===== src/rtl/isq_pkg.sv =====
package isq_pkg;

    // Width of the marker field at the top of a trailing operand word
    localparam int unsigned TAIL_BITS = 4;

    // Kind of word occupying the execute slot
    typedef enum logic [1:0] {
        SLOT_NOP  = 2'd0,
        SLOT_EXEC = 2'd1,
        SLOT_TAIL = 2'd2
    } slot_e;

    // Execute-stage feedback bundle
    typedef struct packed {
        logic change;
        logic skip;
        logic two;
    } exec_ctl_t;

    // Resolved decision taken at a cycle boundary
    typedef struct packed {
        logic branch;
        logic skip;
        logic two;
    } exec_take_t;

    // A word whose marker field is all ones is the second half of a
    // two-word instruction and cannot start one.
    function automatic logic tail_marked(input logic [TAIL_BITS-1:0] top);
        return &top;
    endfunction

endpackage


===== src/rtl/isq_phase_ring.sv =====
module isq_phase_ring #(
    parameter int PHASES = 4
) (
    input  logic              clk,
    input  logic              rst,
    output logic [PHASES-1:0] phase,
    output logic              cycle_end
);

    localparam logic [PHASES-1:0] FIRST = PHASES'(1);

    always_ff @(posedge clk) begin
        if (rst) begin
            phase <= FIRST;
        end else begin
            phase <= {phase[PHASES-2:0], phase[PHASES-1]};
        end
    end

    assign cycle_end = phase[PHASES-1];

endmodule


===== src/rtl/isq_pc_unit.sv =====
module isq_pc_unit #(
    parameter int ADDR_W = 12
) (
    input  logic              clk,
    input  logic              rst,
    input  logic              advance,
    input  logic              load,
    input  logic [ADDR_W-1:0] target,
    output logic [ADDR_W-1:0] pc
);

    localparam logic [ADDR_W-1:0] STEP = ADDR_W'(1);

    logic [ADDR_W-1:0] pc_next;

    always_comb begin
        pc_next = pc + STEP;
        if (load) begin
            pc_next = target;
        end
    end

    always_ff @(posedge clk) begin
        if (rst) begin
            pc <= '0;
        end else if (advance) begin
            pc <= pc_next;
        end
    end

endmodule


===== src/rtl/isq_exec_slot.sv =====
module isq_exec_slot
    import isq_pkg::*;
#(
    parameter int WORD_W = 16
) (
    input  logic              clk,
    input  logic              rst,
    input  logic              advance,
    input  logic [WORD_W-1:0] fetched,
    input  exec_ctl_t         ctl,
    output slot_e             kind,
    output logic [WORD_W-1:0] word,
    output logic              take_branch
);

    localparam int TOP = WORD_W - 1;

    exec_take_t take;
    slot_e      kind_next;
    logic       live;
    logic       is_exec;

    assign live    = (kind != SLOT_NOP);
    assign is_exec = (kind == SLOT_EXEC);

    // Priority: redirect, then skip, then two-word opcode
    always_comb begin
        take.branch = ctl.change & live;
        take.skip   = ctl.skip & is_exec & ~take.branch;
        take.two    = ctl.two & is_exec & ~take.branch & ~ctl.skip;
    end

    always_comb begin
        if (take.branch || take.skip) begin
            kind_next = SLOT_NOP;
        end else if (take.two) begin
            kind_next = SLOT_TAIL;
        end else if (tail_marked(fetched[TOP -: TAIL_BITS])) begin
            kind_next = SLOT_NOP;
        end else begin
            kind_next = SLOT_EXEC;
        end
    end

    always_ff @(posedge clk) begin
        if (rst) begin
            kind <= SLOT_NOP;
            word <= '0;
        end else if (advance) begin
            kind <= kind_next;
            word <= fetched;
        end
    end

    assign take_branch = take.branch;

endmodule


===== src/rtl/isq_sequencer.sv =====
module isq_sequencer
    import isq_pkg::*;
#(
    parameter int ADDR_W = 12,
    parameter int WORD_W = 16,
    parameter int PHASES = 4
) (
    input  logic              clk,
    input  logic              rst,
    input  logic [WORD_W-1:0] prog_word,
    input  logic              ex_pc_change,
    input  logic [ADDR_W-1:0] ex_target,
    input  logic              ex_skip,
    input  logic              ex_two_word,
    output logic [ADDR_W-1:0] fetch_addr,
    output logic [PHASES-1:0] phase,
    output logic [WORD_W-1:0] ex_word,
    output logic              ex_valid,
    output logic              ex_operand
);

    logic      cycle_end;
    logic      take_branch;
    slot_e     kind;
    exec_ctl_t ctl;

    assign ctl = '{change: ex_pc_change, skip: ex_skip, two: ex_two_word};

    isq_phase_ring #(.PHASES(PHASES)) u_ring (
        .clk       (clk),
        .rst       (rst),
        .phase     (phase),
        .cycle_end (cycle_end)
    );

    isq_exec_slot #(.WORD_W(WORD_W)) u_slot (
        .clk         (clk),
        .rst         (rst),
        .advance     (cycle_end),
        .fetched     (prog_word),
        .ctl         (ctl),
        .kind        (kind),
        .word        (ex_word),
        .take_branch (take_branch)
    );

    isq_pc_unit #(.ADDR_W(ADDR_W)) u_pc (
        .clk     (clk),
        .rst     (rst),
        .advance (cycle_end),
        .load    (take_branch),
        .target  (ex_target),
        .pc      (fetch_addr)
    );

    assign ex_valid   = (kind == SLOT_EXEC);
    assign ex_operand = (kind == SLOT_TAIL);

endmodule


===== config.mk =====
export PLATFORM = sky130hd
export DESIGN_NAME = isq_sequencer
export DESIGN_NICKNAME = d
export VERILOG_FILES = /design/src/rtl/isq_pkg.sv /design/src/rtl/isq_phase_ring.sv /design/src/rtl/isq_pc_unit.sv /design/src/rtl/isq_exec_slot.sv /design/src/rtl/isq_sequencer.sv
export SDC_FILE = /design/constraint.sdc
export NUM_CORES = 1
export LEC_CHECK = 0
export ABC_CLOCK_PERIOD_IN_PS = 1800
export BUFFER_PORTS_ARGS = -buffer_cell sky130_fd_sc_hd__buf_2
export CORE_ASPECT_RATIO = 1.1
export CORE_MARGIN = 1.5
export CORE_UTILIZATION = 47
export CTS_CLUSTER_DIAMETER = 150
export DETAILED_ROUTE_END_ITERATION = 12
export PLACE_DENSITY = 0.83
export SYNTH_ARGS = -nofsm -noshare
export SYNTH_HDL_FRONTEND = slang
export SYNTH_SLANG_ARGS = --single-unit
export TNS_END_PERCENT = 50

===== constraint.sdc =====
create_clock -name clk -period 1.8 [get_ports clk]
set_input_delay 0.27 -clock clk [delete_from_list [all_inputs] [get_ports clk]]
set_output_delay 0.27 -clock clk [all_outputs]
set_load 0.005 [all_outputs]

==> flow_metrics.py, run 1 <==
metrics = {
    "synth": {
        "syn_avg_cell_area_sq_um": 9.116,
        "yosysSeqAreaShare": 0.4267,
        "synth_top_area_frac": 0.4267,
        "synth_area_leaders": "dfxtp_1 43%, mux2i_1 11%, nor2_1 4.7%, o21ai_0 4.4%, a21oi_1 3.1%",
        "yosysUniqueCellTypes": 43,
        "ys.warnings.count": 0,
        "ys_ff_latch": 34,
        "syn-cell-area_sq_mm": 0.001595,
        "synth_area_leader_cell": "dfxtp_1",
        "syn_nets": 209,
        "syn_inst": 175,
    },
    "worst_setup_path": {
        "cp_slowest_stage_delay_ns": 0.44,
        "worstPathRequired_ns": 2.07,
        "cp_max_fo": 6,
        "reg2reg_depth": 5,
        "end_kind": "flop",
        "crit_arrival_ns": 1.97,
        "path_class": "reg -> reg",
        "crit_slowest_cell": "dfxtp_1",
        "setup.worst_path.start_class": "flop",
        "crit_path_cell_trace": "ha_1 -> nand3_1 -> or3_1 -> mux2_4 -> a21oi_2",
    },
    "sta": {
        "worst_pin_slew_ns": 0.6405,
        "hold_viol": 0,
        "grt_setup_unrepaired": "no",
        "finalSetupViolations": 0,
        "drv_slew": 0,
        "fin_tns_setup_ns": 0,
        "timing.final.crit_share": 0.9452,
        "fmax_ghz": 0.5877,
        "relSlewSlack": 0.5730,
        "finalCriticalPeriod_ns": 1.701,
        "fin_skew_ns": 0.01153,
    },
    "die": {
        "pin_count": 67,
        "start_util": 0.4830,
        "rows": 22,
        "dieArea_sq_mm": 0.003753,
        "fp.dieW_microns": 58.55,
        "core_region_area_sq_mm": 0.003303,
        "die_h_microns": 64.11,
    },
    "route": {
        "wl_per_cell_microns": 13.53,
        "drtIter0Drc": 50,
        "drt-pass1-iter-count": 5,
        "drc": 0,
        "wirelength_mm": 3.748,
        "via_count": 1491,
        "via_per_inst": 5.383,
        "final_antenna_net_count": 0,
    },
    "outcome": {
        "status": "finished, final reports clean",
    },
    "pwr": {
        "ir_worst_vdd_v": 0.0004682,
        "internal_power_mw": 1.020,
        "p_seq_frac": 0.578,
        "power_switching_mw": 0.3340,
        "comb_power_share": 0.089,
        "cellLeakagePower_nw": 0.8461,
        "clockPowerShare": 0.333,
        "p_per_area_mw_per_mm2": 688.3,
        "swShare": 0.2467,
    },
    "worst_hold_path": {
        "hold_class": "in -> reg",
        "whs_path_depth": 3,
    },
    "clocking": {
        "postCtsSetupBuffers": 0,
        "cts_buffers": 5,
        "insertion_delay_ns": 0.34,
        "cts_max_level": 2,
        "cts_resized": 0,
        "cts_num_sinks": 34,
        "cts_hold_buffers": 0,
        "clockRootBuffer": "clkbuf_4",
        "clk_pin_slew_worst_paths_ns": 0.11,
        "max-clock-path-buffers": 2,
        "cts_tree": "done",
    },
    "cells_and_area": {
        "fin_area_sq_mm": 0.001967,
        "diodes": 0,
        "area_growth_pct": 23.29,
        "drive_gt1_frac": 0.3651,
        "fin_nets": 274,
    },
    "run": {
        "max_cap_viol_count": 0,
    },
    "global_routing": {
        "grtUsageTotal": 0.2169,
        "grt.overflow.total": 0,
        "grt_max_degree": 38,
        "grt_pass1_vias": 1373,
        "grt_pass1_wl_mm": 6.120,
        "antenna_found_initial": 0,
    },
    "placed_design": {
        "placedInstanceArea_sq_mm": 0.001907,
        "port_buffers": 66,
        "place_congestion": 0.9597,
        "hpwl_mm": 2.575,
    },
}
-- cell usage after synthesis --
cell,number
buf_6,4
buf_4,3
a31oi_1,1
nor3_1,3
clkbuf_8,1
nand4_2,1
clkbuf_1,3
nand3_2,1
or4_1,1
a32oi_1,1
nor2b_1,5
mux2_4,1
o211ai_1,1
a221oi_1,1
nand2_1,13
buf_2,2
or3_2,1
a211oi_1,3
o21ai_0,14
nand4_1,3
dfxtp_1,34
or3_1,2
a221oi_2,1
nor4_1,1
a21oi_2,1
a2bb2oi_1,1
mux2i_1,18
o31ai_1,2
o21a_1,1
xnor2_1,1
nand4b_1,1
mux2_2,1
nor2_1,20
nand3_1,4
a21oi_1,10
nor4_2,1
ha_1,1
nor3b_1,1
a311oi_1,1
and3_1,2
and2_1,3
inv_1,4
or2_2,1
-- cell type report --
type,instances,area (sq um)
multi-input cells,124,797.0
repair buffers,71,367.9
fillers,326,1336
clock buffers,7,55.05
inverters,4,15.01
well taps,36,45.04
flip-flops and latches,34,681.9
clock inverters,1,5.005
-- final timing paths --
check	from	endpoint	slack, ns
worst max-delay path	u_pc.pc[0]	u_pc.pc[10]	0.1
worst min-delay path	prog_word[9]	u_slot.word[9]	0.16
worst max register to register	u_pc.pc[0]	u_pc.pc[10]	0.1
worst min register to register	u_ring.phase[2]	u_ring.phase[3]	0.46
-- sequential cells by signal, indices dropped and copies added (netlist names) --
signal / cells
u_slot.word: 16
u_slot.kind: 2
u_ring.phase: 4
u_pc.pc: 12
-- routing by layer --
| layer | track usage | wire [microns] |
|---|---|---|
| met5 | 0 | 0 |
| met3 | 0.05870 | 307 |
| met1 | 0.2783 | 1708 |
| met4 | 0.1308 | 72 |
| met2 | 0.3188 | 1659 |
-- kinds of logic after synthesis --
| logic type | after synthesis | synth area share |
|---|---|---|
| simple gates | 64 | 0.2079 |
| compound gates | 38 | 0.1490 |
| flops | 34 | 0.4267 |
| mux | 20 | 0.1294 |
| buf+inv | 17 | 0.07372 |
| xor+xnor | 1 | 0.005491 |
| fa+ha+maj | 1 | 0.007842 |
-- through the flow --
stage	setup WS, ns	std cells	total power [mW]	utilization	hold slack (ns)
after detailed placement	0.1585	269	0.9197	0.5773	0.4536
after CTS	0.1033	277	1.367	0.5955	0.1502
after global routing	0.01922	277	1.425	0.5955	0.1456
after global placement	0.2473	269	0.9168	0.5773	0.4412
final	0.09858	277	1.354	0.5955	0.1632
after floorplan	0.2459	175	0.8637	-	0.4172
-- worst max-delay path: cells and delay by family (launching register included) --
family                   cells  cell delay, ns
flip-flops                   1            0.44
AO/OA/AOI/OAI                1            0.12
adder cells (fa/ha/maj)      1            0.23
multiplexers                 1            0.33
AND/OR/NAND/NOR              2            0.51
-- power by group through the flow --
stage	Clock [mW]	Combinational (mW)	Sequential, mW
finish	0.451	0.121	0.782
global placement	0	0.119	0.798
CTS	0.464	0.122	0.782
floorplan	0	0.0652	0.799
detailed placement	0	0.121	0.799
global route	0.505	0.135	0.785
-- placed cells by master, fill, tap and decap left out, drive strengths merged, types with 2 or more instances in the layout --
cell / Yosys / final
a211oi: 3 / 3
a21oi: 11 / 11
a221oi: 2 / 2
and2: 3 / 3
and3: 2 / 2
buf: 9 / 71
clkbuf: 4 / 7
dfxtp: 34 / 34
inv: 4 / 4
mux2: 2 / 2
mux2i: 18 / 18
nand2: 13 / 13
nand3: 5 / 5
nand4: 4 / 4
nor2: 20 / 20
nor2b: 5 / 5
nor3: 3 / 3
nor4: 2 / 2
o21ai: 14 / 14
o31ai: 2 / 2
or3: 3 / 3
(Power assumes the default switching activity.)
==> run 2, diff against run 1 <==
Settings changed: ABC_CLOCK_PERIOD_IN_PS 1800 to 1530, CAP_MARGIN set to 20, CORE_UTILIZATION 47 to 42, PLACE_DENSITY 0.83 to 0.78.
Clock period 1.8 ns to 1.53 ns, I/O delays scaled along.
==> run 2 against run 1 <==
Against the previous run: total power grew 39%; global-route usage shrank 2.8 points; clock skew down 0.010 ns; critical endpoint unchanged.
==> flow_metrics.py, run 2 (synthesis gave the netlist of run 1 again) <==
metrics = {
    "outcome": {
        "status": "finished, final reports clean",
    },
    "route": {
        "final_antenna_net_count": 0,
        "wirelength_mm": 3.713,
        "drtIter0Drc": 126,
        "via_count": 1520,
        "via_per_inst": 5.118,
        "wl_per_cell_microns": 12.50,
        "drt-pass1-iter-count": 4,
        "drc": 0,
    },
    "cells_and_area": {
        "fin_area_sq_mm": 0.002102,
        "reg_top3": "u_slot.word x16, u_pc.pc x12, u_ring.phase x4",
        "final_cell_mix": "66 x buf_2, 29 x dfxtp_1, 20 x nor2_1",
        "layout_commonest_cell": "buf_2",
        "top_register": "u_slot.word",
        "area_growth_pct": 31.76,
        "fin_nets": 280,
        "stdcell_count": 297,
        "largest_register_ffs": 16,
        "drive_gt1_frac": 0.4130,
        "diodes": 0,
    },
    "worst_setup_path": {
        "reg2reg_depth": 5,
        "crit_arrival_ns": 1.70,
        "path_delay_family": "simple AND/OR/NAND/NOR gates",
        "r2r_end": "u_pc.pc[10]",
        "r2r_start": "u_pc.pc[0]",
        "reg2reg_setup_slack_ns": 0.04,
        "critPathLaunch": "u_pc.pc[0]",
        "cp_num_cells": 5,
        "crit_slowest_cell": "or3_4",
        "end_kind": "flop",
        "cp.buffers_inverters": 0,
        "cp_slowest_stage_delay_ns": 0.36,
        "endpoint": "u_pc.pc[10]",
        "path_class": "reg -> reg",
        "cp_max_fo": 4,
        "crit_path_cell_trace": "ha_2 -> nand3_2 -> or3_4 -> mux2_4 -> a21oi_2",
        "worstPathRequired_ns": 1.74,
        "setup.worst_path.start_class": "flop",
    },
    "clocking": {
        "max-clock-path-buffers": 2,
        "cts_max_level": 2,
        "clk_pin_slew_worst_paths_ns": 0.07,
        "cts_buffers": 5,
        "insertion_delay_ns": 0.28,
        "clockRootBuffer": "clkbuf_8",
        "cts_num_sinks": 34,
        "cts_tree": "done",
        "postCtsSetupBuffers": 0,
    },
    "global_routing": {
        "antenna_found_initial": 0,
        "grt_max_degree": 35,
        "grtUsageTotal": 0.1884,
        "grt_pass1_wl_mm": 5.913,
        "grt.overflow.total": 0,
        "grt_pass1_vias": 1407,
    },
    "placed_design": {
        "placedInstanceArea_sq_mm": 0.001974,
        "place_congestion": 0.8929,
        "hpwl_mm": 2.701,
        "placed_cells": 289,
        "port_buffers": 66,
    },
    "pwr": {
        "power_switching_mw": 0.4094,
        "swShare": 0.2181,
        "comb_power_share": 0.079,
        "p_per_area_mw_per_mm2": 892.8,
        "ir_worst_vdd_v": 0.0006121,
        "cellLeakagePower_nw": 0.8984,
        "clockPowerShare": 0.431,
        "finalPower_mw": 1.877,
        "p_seq_frac": 0.490,
        "internal_power_mw": 1.467,
    },
    "die": {
        "pin_count": 67,
        "dieArea_sq_mm": 0.004177,
        "rows": 23,
        "core_region_area_sq_mm": 0.003655,
        "die_h_microns": 67.64,
        "start_util": 0.4365,
        "fp.dieW_microns": 61.76,
    },
    "sta": {
        "drv_slew": 0,
        "grt_setup_unrepaired": "yes",
        "fin_tns_setup_ns": 0,
        "worst_pin_slew_ns": 0.6423,
        "relSlewSlack": 0.5718,
        "timing.final.crit_share": 0.9726,
        "fmax_ghz": 0.6720,
        "finalSetupViolations": 0,
        "fin_skew_ns": 0.001572,
        "finalCriticalPeriod_ns": 1.488,
        "fin_hold_ws_ns": 0.1828,
        "hold_viol": 0,
    },
    "run": {
        "max_cap_viol_count": 0,
    },
    "worst_hold_path": {
        "min-delay-start": "prog_word[6]",
        "hold_class": "in -> reg",
    },
}
-- run 2: power by group through the flow --
stage / sequential [mW] / clock, mW / combinational (mW)
global route: 0.921 / 0.889 / 0.165
floorplan: 0.940 / 0 / 0.0768
global placement: 0.938 / 0 / 0.145
detailed placement: 0.939 / 0 / 0.149
CTS: 0.919 / 0.837 / 0.150
finish: 0.919 / 0.809 / 0.148
-- run 2: worst min path at each step --
stage	to	slack, ns	cells after the start
floorplan	u_slot.word[0]	0.38	2
global placement	u_ring.phase[2]	0.44	1
detailed placement	u_ring.phase[3]	0.45	1
CTS	u_slot.word[6]	0.17	3
global route	u_slot.word[1]	0.17	3
finish	u_slot.word[6]	0.18	3
-- run 2: repair_timing --
| item | CTS | global route |
|---|---|---|
| cloned | 0 | 0 |
| endpoints found under the hold margin | 0 | 0 |
| hold buffers | 0 | 0 |
| gates resized for setup | 1 | 6 |
| endpoints found under the setup margin | 1 | 4 |
| pin swaps | 0 | 1 |
-- run 2: worst reg2reg max path: stages (launching register included) --
cell	delay, ns
dfxtp_2	0.33
ha_2	0.20
nand3_2	0.11
or3_4	0.36
mux2_4	0.31
a21oi_2	0.12
-- run 2: through the flow --
stage | util | worst slack (ns)
after global placement | 0.5402 | 0.06956
after floorplan | - | 0.03143
after global routing | 0.5751 | -0.01294
after detailed placement | 0.5402 | 0.02156
after CTS | 0.5714 | 0.01267
final | 0.5751 | 0.04186
-- run 2: layout make-up --
type | count | area, sq um
fillers | 361 | 1553
clock inverters | 2 | 37.54
well taps | 50 | 62.56
flip-flops and latches | 34 | 686.9
multi-input cells | 124 | 810.8
repair buffers | 77 | 416.7
inverters | 4 | 15.01
clock buffers | 6 | 72.57
-- run 2: routing by layer --
metal / global-route usage / wire (microns)
met5: 0 / 0
met4: 0.06649 / 13
met3: 0.08238 / 326
met2: 0.2921 / 1743
met1: 0.2297 / 1630
==> run 3, diff against run 2 <==
Settings changed: CORE_UTILIZATION 42 to 35, PLACE_DENSITY 0.78 to 0.68, REMOVE_ABC_BUFFERS set to 1.
==> run 3 against run 2 <==
Against the previous run: critical path depth decreased by 1; flip-flop and latch count unchanged; worst hold slack got worse by 0.0028 ns; core utilization decreased by 9.1 points; non-clock buffer count increased by 3; first-iteration DRC count decreased by 67%; combinational power about the same; sequential share of layout area decreased by 0.18 points; count of clock-buffer cells in the layout increased by 1; worst setup slack improved by 0.0041 ns; critical path type unchanged; highest routed layer unchanged.
==> flow_metrics.py, run 3 (synthesis gave the netlist of run 1 again) <==
metrics = {
    "global_routing": {
        "grt_max_degree": 35,
        "grt.overflow.total": 0,
        "grt_pass1_wl_mm": 6.023,
        "antenna_found_initial": 0,
        "grt_pass1_vias": 1384,
        "grtUsageTotal": 0.1618,
    },
    "worst_setup_path": {
        "endpoint": "u_pc.pc[10]",
        "critPathLaunch": "u_pc.pc[6]",
        "crit_arrival_ns": 1.70,
        "r2r_start": "u_pc.pc[6]",
        "cp_max_fo": 6,
        "crit_path_cell_trace": "nand3_2 -> or3_4 -> mux2_4 -> a21oi_2",
        "reg2reg_depth": 4,
        "setup.worst_path.start_class": "flop",
        "end_kind": "flop",
        "cp_slowest_stage_delay_ns": 0.42,
        "worstPathRequired_ns": 1.75,
        "reg2reg_setup_slack_ns": 0.05,
        "path_class": "reg -> reg",
        "r2r_end": "u_pc.pc[10]",
        "crit_slowest_cell": "dfxtp_1",
    },
    "die": {
        "start_util": 0.3669,
        "pin_count": 67,
        "rows": 25,
        "dieArea_sq_mm": 0.004972,
        "fp.dieW_microns": 67.37,
        "core_region_area_sq_mm": 0.004348,
        "die_h_microns": 73.81,
    },
    "route": {
        "wl_met2_mm": 1.784,
        "via_per_inst": 4.938,
        "wl_per_cell_microns": 12.46,
        "routed-wl-met3_microns": 289,
        "routed.top_layer": "met4",
        "final_antenna_net_count": 0,
        "drtIter0Drc": 41,
        "via_count": 1501,
        "drt-pass1-iter-count": 4,
        "wl_met1_mm": 1.667,
        "wirelength_mm": 3.788,
        "drc": 0,
    },
    "sta": {
        "finalCriticalPeriod_ns": 1.484,
        "worst_pin_slew_ns": 0.6493,
        "finalSetupViolations": 0,
        "timing.final.crit_share": 0.9699,
        "grt_setup_unrepaired": "yes",
        "fin_skew_ns": 0.005329,
        "hold_viol": 0,
        "drv_slew": 0,
        "relSlewSlack": 0.5672,
        "fin_hold_ws_ns": 0.1800,
        "fmax_ghz": 0.6739,
    },
    "pwr": {
        "p_per_area_mw_per_mm2": 830.5,
        "cellLeakagePower_nw": 0.9296,
        "ir_worst_vdd_v": 0.0005356,
    },
    "placed_design": {
        "port_buffers": 66,
        "hpwl_mm": 2.673,
        "place_congestion": 0.8199,
    },
    "clocking": {
        "clk_pin_slew_worst_paths_ns": 0.07,
        "clockRootBuffer": "clkbuf_8",
        "insertion_delay_ns": 0.28,
        "cts_tree": "done",
        "cts_buffers": 5,
        "postCtsSetupBuffers": 0,
        "max-clock-path-buffers": 2,
        "cts_num_sinks": 34,
        "cts_max_level": 2,
    },
    "cells_and_area": {
        "fin_nets": 283,
        "diodes": 0,
        "multi_input_area_sq_um": 812.0,
        "ff_latch_area_sq_um": 684.4,
        "reg_top3": "u_slot.word x16, u_pc.pc x12, u_ring.phase x4",
        "fillers": 438,
        "final_cell_mix": "66 x buf_2, 31 x dfxtp_1, 20 x nor2_1",
        "top_register": "u_slot.word",
        "largest_register_ffs": 16,
        "layout_commonest_cell": "buf_2",
        "area_growth_pct": 32.00,
        "drive_gt1_frac": 0.4040,
        "post-route-util": 0.4843,
    },
    "run": {
        "max_cap_viol_count": 0,
    },
    "outcome": {
        "status": "finished, final reports clean",
    },
    "worst_hold_path": {
        "hold_class": "in -> reg",
    },
}
-- run 3: cell count changes in the layout (fill, tap and decap cells not counted), sizes merged --
cell	delta
clkinv	+1
clkinvlp	-1
buf	+3
clkbuf	+1
bufinv	-1
-- run 3: through the flow --
| stage | area, sq um | instances | setup slack, ns | setup TNS, ns | power (mW) |
|---|---|---|---|---|---|
| floorplan | 1493 | 162 | -0.7491 | -5.181 | 0.9925 |
| global placement | 1997 | 296 | 0.08495 | 0 | 1.086 |
| detailed placement | 1997 | 296 | 0.05576 | 0 | 1.088 |
| CTS | 2088 | 304 | 0.04060 | 0 | 1.779 |
| global route | 2106 | 304 | -0.01153 | -0.01608 | 1.834 |
| finish | 2106 | 304 | 0.04601 | 0 | 1.749 |
-- run 3: timing repair --
item | 4_1_cts | 5_1_grt
hold buffers | 0 | 0
setup endpoints to repair | 0 | 5
resized for setup | 0 | 5
-- run 3: worst min path at each step --
stage	startpoint	slack, ns	to	cells past startpoint
floorplan	rst	0.29	u_pc.pc[10]	1
global placement	u_ring.phase[1]	0.44	u_ring.phase[2]	1
detailed placement	u_ring.phase[2]	0.45	u_ring.phase[3]	1
CTS	prog_word[10]	0.17	u_slot.word[10]	3
global route	prog_word[11]	0.20	u_slot.word[11]	3
finish	prog_word[10]	0.18	u_slot.word[10]	3
-- run 3: layout make-up --
| type | instances | share of cell area |
|---|---|---|
| clock buffer | 7 | 0.04100 |
| clock inverter | 1 | 0.002377 |
| inverter | 4 | 0.007130 |
| multi-input combinational | 124 | 0.3856 |
| sequential | 34 | 0.3250 |
| tap | 54 | 0.03209 |
| timing repair buffer | 80 | 0.2068 |
-- run 3: critical path, delay by kind of cell, from the launching register on --
| family | cells | cell delay [ns] |
|---|---|---|
| AOI/OAI and AO/OA | 1 | 0.13 |
| DFF | 1 | 0.42 |
| muxes | 1 | 0.31 |
| and+or+nand+nor | 2 | 0.56 |
-- run 3: routing by layer --
| metal | global-route usage | vias up |
|---|---|---|
| li1 | - | 764 |
| met1 | 0.1902 | 682 |
| met2 | 0.2629 | 49 |
| met3 | 0.05972 | 6 |
| met4 | 0.06803 | 0 |
| met5 | 0 | - |
-- run 3: power by group --
part	internal [mW]	leakage [nW]	switching, mW	total (mW)
logic	0.0768	0.604	0.0732	0.150
registers	0.905	0.277	0.0112	0.916
clock network	0.363	0.0482	0.320	0.683
